$ cat config.mk
export PLATFORM = sky130hd
export DESIGN_NAME = ovs_rj_tx
export DESIGN_NICKNAME = d
export VERILOG_FILES = /design/src/rtl/ovs_rj_tx_pkg.sv /design/src/rtl/ovs_rj_tx_ctrl.sv /design/src/rtl/ovs_rj_tx_dpath.sv /design/src/rtl/ovs_rj_tx.sv
export SDC_FILE = /design/constraint.sdc
export NUM_CORES = 1
export LEC_CHECK = 0
export BUFFER_PORTS_ARGS = -buffer_cell sky130_fd_sc_hd__clkbuf_2
export CAP_MARGIN = 30
export CORE_MARGIN = 3
export CORE_UTILIZATION = 60
export DETAILED_ROUTE_END_ITERATION = 8
export GPL_TIMING_DRIVEN = 0
export PLACE_DENSITY_LB_ADDON = 0.12
export RECOVER_POWER = 100
export SLEW_MARGIN = 20
export SYNTH_ARGS = -nofsm -noshare
export SYNTH_HDL_FRONTEND = slang
export SYNTH_SLANG_ARGS = --single-unit
$ cat constraint.sdc
create_clock -name clkCore -period 3.7 [get_ports clkCore]
set_input_delay 0.555 -clock clkCore [delete_from_list [all_inputs] [get_ports clkCore]]
set_output_delay 0.555 -clock clkCore [all_outputs]
set_load 0.005 [all_outputs]
$ cat src/rtl/ovs_rj_tx_pkg.sv
package ovs_rj_tx_pkg;

  localparam int SLOT_W = 7;  // holds slot indices up to 127
  localparam int PH_W   = 3;  // holds bit phases up to 7

  typedef struct packed {
    logic initActive;  // outputs parked
    logic loadWord;    // take new sample and configuration
    logic bitStart;    // first core cycle of a bit slot
    logic leadSlot;    // current slot precedes the MSB
    logic bitHigh;     // bit clock high phase
    logic wordHigh;    // word clock high half
  } txStrobe_t;

  // last phase index of a bit period (period minus one)
  function automatic logic [PH_W-1:0] bitDivLast(input logic [2:0] ratio);
    case (ratio)
      3'd3, 3'd4: return PH_W'(3);
      3'd5:       return PH_W'(7);
      default:    return PH_W'(1);
    endcase
  endfunction

  // last slot index of a word (slot count minus one)
  function automatic logic [SLOT_W-1:0] slotLast(input logic [2:0] ratio, input logic os4);
    case (ratio)
      3'd0:       return SLOT_W'(31);
      3'd1:       return SLOT_W'(47);
      3'd3, 3'd5: return os4 ? SLOT_W'(47) : SLOT_W'(23);
      default:    return os4 ? SLOT_W'(63) : SLOT_W'(31);
    endcase
  endfunction

  function automatic logic [SLOT_W-1:0] wordBits(input logic [1:0] wlen);
    case (wlen)
      2'd0:    return SLOT_W'(16);
      2'd1:    return SLOT_W'(18);
      2'd2:    return SLOT_W'(20);
      default: return SLOT_W'(24);
    endcase
  endfunction

endpackage

$ cat src/rtl/ovs_rj_tx_ctrl.sv
module ovs_rj_tx_ctrl
  import ovs_rj_tx_pkg::*;
#(
  parameter int INIT_SYS_CLKS = 1024
) (
  input  logic      clkCore,
  input  logic      rstN,
  input  logic [2:0] ratioSel,
  input  logic      os4x,
  input  logic [1:0] wlenSel,
  output txStrobe_t strobe
);

  localparam int INIT_CORE = 2 * INIT_SYS_CLKS;
  localparam int INIT_W    = $clog2(INIT_CORE + 1);

  logic [INIT_W-1:0] initCnt;
  logic              initActive;
  logic [2:0]        ratioQ;
  logic              os4Q;
  logic [1:0]        wlenQ;
  logic [PH_W-1:0]   ph;
  logic [SLOT_W-1:0] sl;
  logic [PH_W-1:0]   divLast;
  logic [SLOT_W-1:0] slotLastV;
  logic [SLOT_W-1:0] leadCnt;
  logic              wordEnd;
  logic              loadWord;

  assign initActive = (initCnt != INIT_W'(INIT_CORE));

  always_ff @(posedge clkCore or negedge rstN) begin
    if (!rstN)           initCnt <= '0;
    else if (initActive) initCnt <= initCnt + 1'b1;
  end

  assign divLast   = bitDivLast(ratioQ);
  assign slotLastV = slotLast(ratioQ, os4Q);
  assign leadCnt   = slotLastV + SLOT_W'(1) - wordBits(wlenQ);
  assign wordEnd   = !initActive && (ph == divLast) && (sl == slotLastV);
  assign loadWord  = initActive || wordEnd;

  // configuration is adopted only between words
  always_ff @(posedge clkCore or negedge rstN) begin
    if (!rstN) begin
      ratioQ <= 3'd2;
      os4Q   <= 1'b0;
      wlenQ  <= 2'd0;
    end else if (loadWord) begin
      ratioQ <= ratioSel;
      os4Q   <= os4x;
      wlenQ  <= wlenSel;
    end
  end

  always_ff @(posedge clkCore or negedge rstN) begin
    if (!rstN) begin
      ph <= '0;
      sl <= '0;
    end else if (initActive) begin
      ph <= '0;
      sl <= '0;
    end else if (ph == divLast) begin
      ph <= '0;
      sl <= (sl == slotLastV) ? '0 : sl + 1'b1;
    end else begin
      ph <= ph + 1'b1;
    end
  end

  assign strobe.initActive = initActive;
  assign strobe.loadWord   = loadWord;
  assign strobe.bitStart   = !initActive && (ph == '0);
  assign strobe.leadSlot   = (sl < leadCnt);
  assign strobe.bitHigh    = (ph > (divLast >> 1));
  assign strobe.wordHigh   = (sl <= (slotLastV >> 1));

endmodule

$ cat src/rtl/ovs_rj_tx_dpath.sv
module ovs_rj_tx_dpath
  import ovs_rj_tx_pkg::*;
#(
  parameter int DATA_W = 24
) (
  input  logic              clkCore,
  input  logic              rstN,
  input  txStrobe_t         strobe,
  input  logic              sampleValid,
  input  logic [DATA_W-1:0] sampleL,
  input  logic [DATA_W-1:0] sampleR,
  output logic              bitClk,
  output logic              wordClk,
  output logic              dataL,
  output logic              dataR
);

  logic [DATA_W-1:0] holdL, holdR;
  logic [DATA_W-1:0] txL, txR;

  always_ff @(posedge clkCore or negedge rstN) begin
    if (!rstN) begin
      holdL <= '0;
      holdR <= '0;
    end else if (sampleValid) begin
      holdL <= sampleL;
      holdR <= sampleR;
    end
  end

  always_ff @(posedge clkCore or negedge rstN) begin
    if (!rstN) begin
      txL <= '0;
      txR <= '0;
    end else if (strobe.loadWord) begin
      txL <= holdL;
      txR <= holdR;
    end else if (strobe.bitStart && !strobe.leadSlot) begin
      txL <= txL << 1;
      txR <= txR << 1;
    end
  end

  always_ff @(posedge clkCore or negedge rstN) begin
    if (!rstN) begin
      bitClk  <= 1'b0;
      wordClk <= 1'b1;
      dataL   <= 1'b0;
      dataR   <= 1'b0;
    end else if (strobe.initActive) begin
      bitClk  <= 1'b0;
      wordClk <= 1'b1;
      dataL   <= 1'b0;
      dataR   <= 1'b0;
    end else begin
      bitClk <= strobe.bitHigh;
      if (strobe.bitStart) begin
        wordClk <= strobe.wordHigh;
        dataL   <= strobe.leadSlot ? 1'b0 : txL[DATA_W-1];
        dataR   <= strobe.leadSlot ? 1'b0 : txR[DATA_W-1];
      end
    end
  end

endmodule

$ cat src/rtl/ovs_rj_tx.sv
module ovs_rj_tx
  import ovs_rj_tx_pkg::*;
#(
  parameter int DATA_W        = 24,
  parameter int INIT_SYS_CLKS = 1024
) (
  input  logic              clkCore,
  input  logic              rstN,
  input  logic [2:0]        ratioSel,
  input  logic              os4x,
  input  logic [1:0]        wlenSel,
  input  logic              sampleValid,
  input  logic [DATA_W-1:0] sampleL,
  input  logic [DATA_W-1:0] sampleR,
  output logic              bitClk,
  output logic              wordClk,
  output logic              dataL,
  output logic              dataR
);

  txStrobe_t strobe;

  ovs_rj_tx_ctrl #(.INIT_SYS_CLKS(INIT_SYS_CLKS)) u_ctrl (
    .clkCore (clkCore),
    .rstN    (rstN),
    .ratioSel(ratioSel),
    .os4x    (os4x),
    .wlenSel (wlenSel),
    .strobe  (strobe)
  );

  ovs_rj_tx_dpath #(.DATA_W(DATA_W)) u_dpath (
    .clkCore    (clkCore),
    .rstN       (rstN),
    .strobe     (strobe),
    .sampleValid(sampleValid),
    .sampleL    (sampleL),
    .sampleR    (sampleR),
    .bitClk     (bitClk),
    .wordClk    (wordClk),
    .dataL      (dataL),
    .dataR      (dataR)
  );

endmodule

==> metrics.txt, run 1 <==
fraction of layout cells with a size suffix above 1=30.4%; Peak supply drop=0.439 mV; Hold Path End=u_dpath.holdL[9]; cell area after layout=about 8000 um2; Finish-stage setup viols=0; Combinational Power Share=11.5%; CTS tree=yes; final worst path period share=96.0%; FMAX=0.282 GHz; worst endpoint required time=4.00 ns; CP Data Arrival Time=3.86 ns; Final nets=793; Die Height=around 110 um; sw power=0.833 mW; Placeable Area=approximately 11,000 um2; layout filler cell count=761; sequential-to-total area share from yosys stat=46.5%; Area after DPL=roughly 7400 um2; Initial Util=between 60% and 70%; Starting DRT DRC Count=339; die area=between 10,000 and 15,000 um2; synthesis-to-finish area growth=16.7%; PnR worst setup slack=0.148 ns; #FFs+latches synth=about 130; drt pass-1 iters=5; vias in the first global route=5,054; ranking of synthesized cells by area=dfrtp_1 (46%), mux2_4 (10%), mux2_2 (8.3%); sequential share of power=43.1%; routed wire length per instance=~17 um; syn nets=711; Remaining Overflow, GRT=0; Mapped Avg Cell Area=10.9 um2; initial antenna violation count=0; Root Buffer Master=clkbuf_16; most area-hungry cell type in the Yosys netlist=dfrtp_1; overall power=between 3 and 4 mW; Synth top area share=45.8%; minimum clock period=3.55 ns; status=finished, violations left; Sw Share=22.7%; Min-Delay Path Depth=2; worst hold path type=input pin to flip-flop; Final HPWL DP=approximately 10,000 um; Slew headroom=-34.6%; pwr/cell area=456 nW/um2; P_leak=between 3 and 4 nW; r2r startpoint=u_ctrl.ratioQ[1]; crit end category=flip-flop; number of synthesized flops with an enable pin=0; Post-Synthesis Cells=around 630; Warnings, synthesis=0; mux cell area share after synthesis=about 20%; R2R setup slack=0.15 ns; drt total wl=14,500 um; Clock power frac=45.4%; worst skew pair latency=approximately 0.42 ns; Vias/cell=5.85; largest family of logic cells by synthesized area=multiplexers; ant diodes=0; pin count of the biggest net entering global routing=92; Synth Flop Type=dfrtp_1; Slew Limit Fails=39; # port buffers=59; total CTS buffers=17; post-detailed-route count of antenna-violating nets=0; clock slew at reported path FFs=about 0.050 ns; Reg2Reg Depth=16; Compound-Gate Fraction of Synth Area=9.77%; Place WS=-0.456 ns; Core Util, Final=72.9%; max-cap check violation count=1; cell area after synthesis=6890 um2; Reg-to-Reg End=u_dpath.txR[16]; DRC viols=0; Worst Max-Slew Pin Slew=2.02 ns; clk sink count=128; number of I/O pins=61; Crit Path Class=flip-flop to flip-flop; CTS HTree Levels=4; Clock Skew=0.0101 ns; Post-Synth Simple-Gate Area=13.4%; post-synth cell types=between 40 and 50; detailed-route via count=just over 5,000; first-pass GRT wire length=24,100 um; Die Width=113 um; Global Route Usage Sum=23.8%; violated checks=capacitance limit, slew limit; ys async rst share=100%; Synth Area in XOR/XNOR=2.65%; Max Root-Sink Buffers=2; Fin. Hold Viols=0; HP Start=sampleL[9]; CP startpoint kind=flip-flop; row count=38; GP Congestion=~0.85; Int Pwr=2.84 mW; CP Max Fanout=10; post-synthesis adder-cell area fraction=roughly 3.8%; post-route setup TNS=0 ns
power by group through the flow:
stage	sequential (mW)	combinational, mW	clock [mW]
after CTS	1.58	0.418	1.69
after detailed placement	1.61	0.414	0
after floorplan	1.58	0.299	0
after global routing	1.60	0.471	1.75
final	1.58	0.421	1.67
after global placement	1.60	0.386	0
cell usage after synthesis (2+ instances only):
master / number
a21o_1: 2
a21oi_1: 12
a31oi_1: 4
and3_1: 3
buf_1: 6
buf_6: 8
clkbuf_1: 28
dfrtp_1: 126
dfstp_2: 2
ha_1: 21
inv_1: 16
mux2_2: 51
mux2_4: 48
mux2i_1: 5
nand2_1: 117
nand3_1: 54
nand4_1: 2
nor2_1: 11
nor2b_1: 4
nor3_1: 6
nor4_1: 2
o2111ai_1: 2
o211ai_1: 52
o21ai_0: 8
o31ai_4: 2
xnor2_1: 12
xor2_1: 7
final cells by class:
| type | count | area (um2) | area share [%] |
|---|---|---|---|
| multi-input combinational | 444 | 3410 | 42.5 |
| sequential | 128 | 3210 | 39.9 |
| clock buffer | 27 | 523 | 6.50 |
| timing repair buffer | 63 | 320 | 3.98 |
| buffer | 44 | 267 | 3.31 |
| tap | 140 | 175 | 2.18 |
| clock inverter | 4 | 72.6 | 0.902 |
| inverter | 17 | 63.8 | 0.794 |
cell families (layout without fill, tap and decap cells):
logic type | Yosys count | after routing
simple gates | 208 | 208
mux | 104 | 104
buf+inv | 61 | 155
fa+ha+maj | 21 | 21
flops | 128 | 128
compound gates | 91 | 91
xor+xnor | 20 | 20
sequential cells by signal, summed over array words and instances, names as in the netlist:
signal           cells
u_dpath.holdR       24
u_dpath.txR         24
u_dpath.wordClk      1
u_dpath.dataR        1
u_ctrl.initCnt      12
u_ctrl.os4Q          1
u_dpath.dataL        1
u_dpath.holdL       24
u_ctrl.ratioQ        3
u_dpath.txL         24
u_ctrl.wlenQ         2
u_dpath.bitClk       1
u_ctrl.sl            7
u_ctrl.ph            3
per-stage QoR:
stage | instances | hold WS (ns)
after floorplan | 633 | 0.259
after global routing | 867 | 0.357
after detailed placement | 833 | 0.475
after global placement | 832 | 0.468
after CTS | 864 | 0.0544
final | 867 | 0.367
worst max-delay path, cell delays in order (launching register included):
cell	delay, ns
dfstp_2	0.52
buf_6	0.14
xnor2_2	0.10
nor3_2	0.28
ha_2	0.21
inv_1	0.05
ha_4	0.22
a31oi_2	0.18
xor2_1	0.19
ha_1	0.26
nand2_1	0.08
a221o_1	0.22
and2_4	0.20
buf_4	0.18
buf_4	0.19
o211ai_1	0.12
mux2_4	0.28
cells in the final DEF, fill, tap and decap left out, types with 2 or more instances in the layout:
master,netlist,final
dfrtp_1,126,126
nand2_1,117,117
clkbuf_2,0,65
nand3_1,54,54
o211ai_1,52,53
mux2_2,51,50
mux2_4,48,48
clkbuf_1,28,27
ha_1,21,19
clkbuf_16,0,17
inv_1,16,16
a21oi_1,12,12
nor2_1,11,11
xnor2_1,12,11
buf_6,8,10
o21ai_0,8,8
xor2_1,7,7
clkbuf_8,0,6
buf_4,1,5
mux2i_1,5,5
nor3_1,6,5
nor2b_1,4,4
nor4_1,2,3
and3_1,3,3
a31oi_1,4,3
buf_2,1,2
xnor2_2,1,2
o31ai_4,2,2
nand4_1,2,2
o2111ai_1,2,2
clkbuf_4,0,2
a21o_1,2,2
bufinv_16,0,2
what timing repair did:
| item | CTS | global route |
|---|---|---|
| setup buffers | 0 | 3 |
| resized for setup | 7 | 34 |
| endpoints found under the setup margin | 45 | 42 |
| cloned | 0 | 0 |
| hold buffers | 0 | 0 |
| endpoints found under the hold margin | 0 | 0 |
| pin swaps | 0 | 3 |
metal layers:
layer / vias up / GRT usage, % / routed length [um]
met1: 2495 / 29.8 / 6240
met4: 0 / 9.38 / 287
met5: - / 0 / 0
met3: 30 / 5.67 / 632
met2: 136 / 39.8 / 7320
li1: 2407 / - / -
worst max-delay path by stage:
stage / startpoint / endpoint / slack, ns / cells past startpoint
final: u_ctrl.ratioQ[1] / u_dpath.txR[16] / 0.15 / 16
after global routing: u_ctrl.ratioQ[1] / u_dpath.txR[16] / -0.04 / 14
after CTS: u_ctrl.ratioQ[1] / u_dpath.txL[17] / 0.01 / 16
after detailed placement: u_ctrl.ratioQ[1] / u_dpath.txR[9] / -0.46 / 16
after global placement: u_ctrl.ratioQ[1] / u_dpath.txR[7] / -0.39 / 16
after floorplan: u_ctrl.ratioQ[1] / u_dpath.txR[10] / 0.28 / 16
Note: power is estimated with default switching activity, not from simulation.
==> run 2: changes to the inputs <==
CORE_UTILIZATION = 43   (was 60)
==> metrics.txt, run 2 (same netlist as run 1, synthesis figures left out) <==
fraction of layout cells with a size suffix above 1=25.5%; first-pass GRT wire length=between 20,000 and 25,000 um; violated checks=capacitance limit, slew limit; critical path's top delay family=adder cells; Min-Delay Path Depth=3; ant diodes=0; Slew headroom=-93.6%; post-route setup TNS=0 ns; detailed-route via count=4,933; max-cap check violation count=1; Max Root-Sink Buffers=2; Worst path max stage delay=0.52 ns; Starting DRT DRC Count=316; clock slew at reported path FFs=0.06 ns; FMAX=0.288 GHz; Final HPWL DP=10,300 um; Placeable Area=15,400 um2; # port buffers=59; drt pass-1 iters=5; number of I/O pins=61; Remaining Overflow, GRT=0; minimum clock period=about 3.5 ns; unrepaired setup endpoints after global routing=no; Vias/cell=5.26; pin count of the biggest net entering global routing=67; Final nets=791; clk sink count=128; Peak supply drop=0.328 mV; Slew Limit Fails=63; CTS HTree Levels=4; P_leak=approximately 3.6 nW; Clock Skew=0.00940 ns; WP depth=16; most frequent cells in the layout=dfrtp_1 (126), nand2_1 (117), clkbuf_2 (62); Global Route Usage Sum=between 10% and 20%; Fin. Hold Viols=0; CTS tree=yes; most common cell after layout, fill and taps aside=dfrtp_1; row count=45; final worst path period share=93.8%; status=finished, violations left; vias in the first global route=4,969; Core Util, Final=between 50% and 60%; Worst Path Buf+Inv=4; critical path, cell by cell=buf_6 -> xnor2_2 -> nor3_2 -> ha_1 -> inv_1 -> ha_4 -> a31oi_2 -> xor2_1 -> ha_1 -> nand2_1 -> a221o_1 -> buf_6 -> buf_2 -> nand3_1 -> o211ai_1 -> mux2_1; GP Congestion=0.832; slowest CP cell=dfstp_2; drt total wl=approximately 15,000 um; CTS Hold Bufs=0; CP startpoint kind=flip-flop; Reg2Reg Depth=16; post-detailed-route count of antenna-violating nets=0; Die Width=between 100 and 150 um; synthesis-to-finish area growth=15.3%; worst endpoint required time=3.99 ns; crit end category=flip-flop; total CTS buffers=17; pwr/cell area=433 nW/um2; Root Buffer Master=clkbuf_16; CP Max Fanout=10; Worst Max-Slew Pin Slew=2.90 ns; WHS=0.367 ns; Place WS=-0.504 ns; worst hold path type=input pin to flip-flop; Finish-stage setup viols=0; CP Data Arrival Time=3.76 ns; worst skew pair latency=0.41 ns; layout filler cell count=1,443; DRC viols=0; initial antenna violation count=0; Die Height=133 um; Initial Util=44.7%; routed wire length per instance=15.7 um; die area=17,600 um2; PnR worst setup slack=0.229 ns; Crit Path Class=flip-flop to flip-flop
-- run 2: changes by cell type in the layout (fill, tap and decap cells not counted), moves of 2 or more --
cell	previous run	this run
clkinv_4	0	2
clkinvlp_4	1	4
clkinv_2	1	3
mux2_1	1	34
bufinv_16	2	0
mux2_4	48	14
buf_6	10	12
clkbuf_2	65	62
clkbuf_8	6	1
buf_4	5	3
-- run 2: what timing repair did --
item | in CTS | in global routing
buffers inserted | 0 | 1
endpoints found under the setup margin | 50 | 42
resized for setup | 12 | 30
pin swaps | 0 | 3
-- run 2: per-layer routing --
| layer | part of all wire [%] | GRT usage [%] |
|---|---|---|
| met4 | 0.72 | 4.39 |
| met3 | 3.8 | 4.22 |
| met2 | 50 | 28.9 |
| met1 | 46 | 22.5 |
| met5 | 0 | 0 |
-- run 2: path summary, 6_finish.rpt --
check | from | to | slack (ns)
worst max-delay path | u_ctrl.ratioQ[1] | u_dpath.txL[21] | 0.23
worst min-delay path | sampleR[0] | u_dpath.holdR[0] | 0.37
worst max register to register | u_ctrl.ratioQ[1] | u_dpath.txL[21] | 0.23
worst min register to register | u_dpath.holdR[17] | u_dpath.txR[17] | 0.49
max in group asynchronous | rstN | u_dpath.txR[5] | 0.85
min in group asynchronous | rstN | u_ctrl.wlenQ[0] | 1.19
-- run 2: cell type report --
type	instances	area, um2	area share, %
Timing Repair Buffer	61	335	4.22
Inverter	17	63.8	0.803
Sequential cell	128	3210	40.3
Clock inverter	9	62.6	0.787
Buffer	44	277	3.48
Multi-Input combinational cell	444	3280	41.3
Tap cell	211	264	3.32
Clock buffer	23	458	5.76
-- run 2: per-stage QoR --
stage / area, um2 / total power, mW / std cells
floorplan: 6890 / 1.88 / 633
global placement: 7450 / 1.99 / 903
detailed placement: 7480 / 2.02 / 904
CTS: 8030 / 3.50 / 936
global route: 7950 / 3.62 / 937
finish: 7950 / 3.44 / 937
-- run 2: power by group --
| part | internal, mW | switching [mW] |
|---|---|---|
| logic | 0.207 | 0.183 |
| registers | 1.51 | 0.0707 |
| clock network | 0.870 | 0.600 |
| total | 2.59 | 0.853 |
-- run 2: worst min-delay path, cell delays in order --
cell      delay [ns]
clkbuf_2        0.08
nand2_1         0.04
o21ai_0         0.06
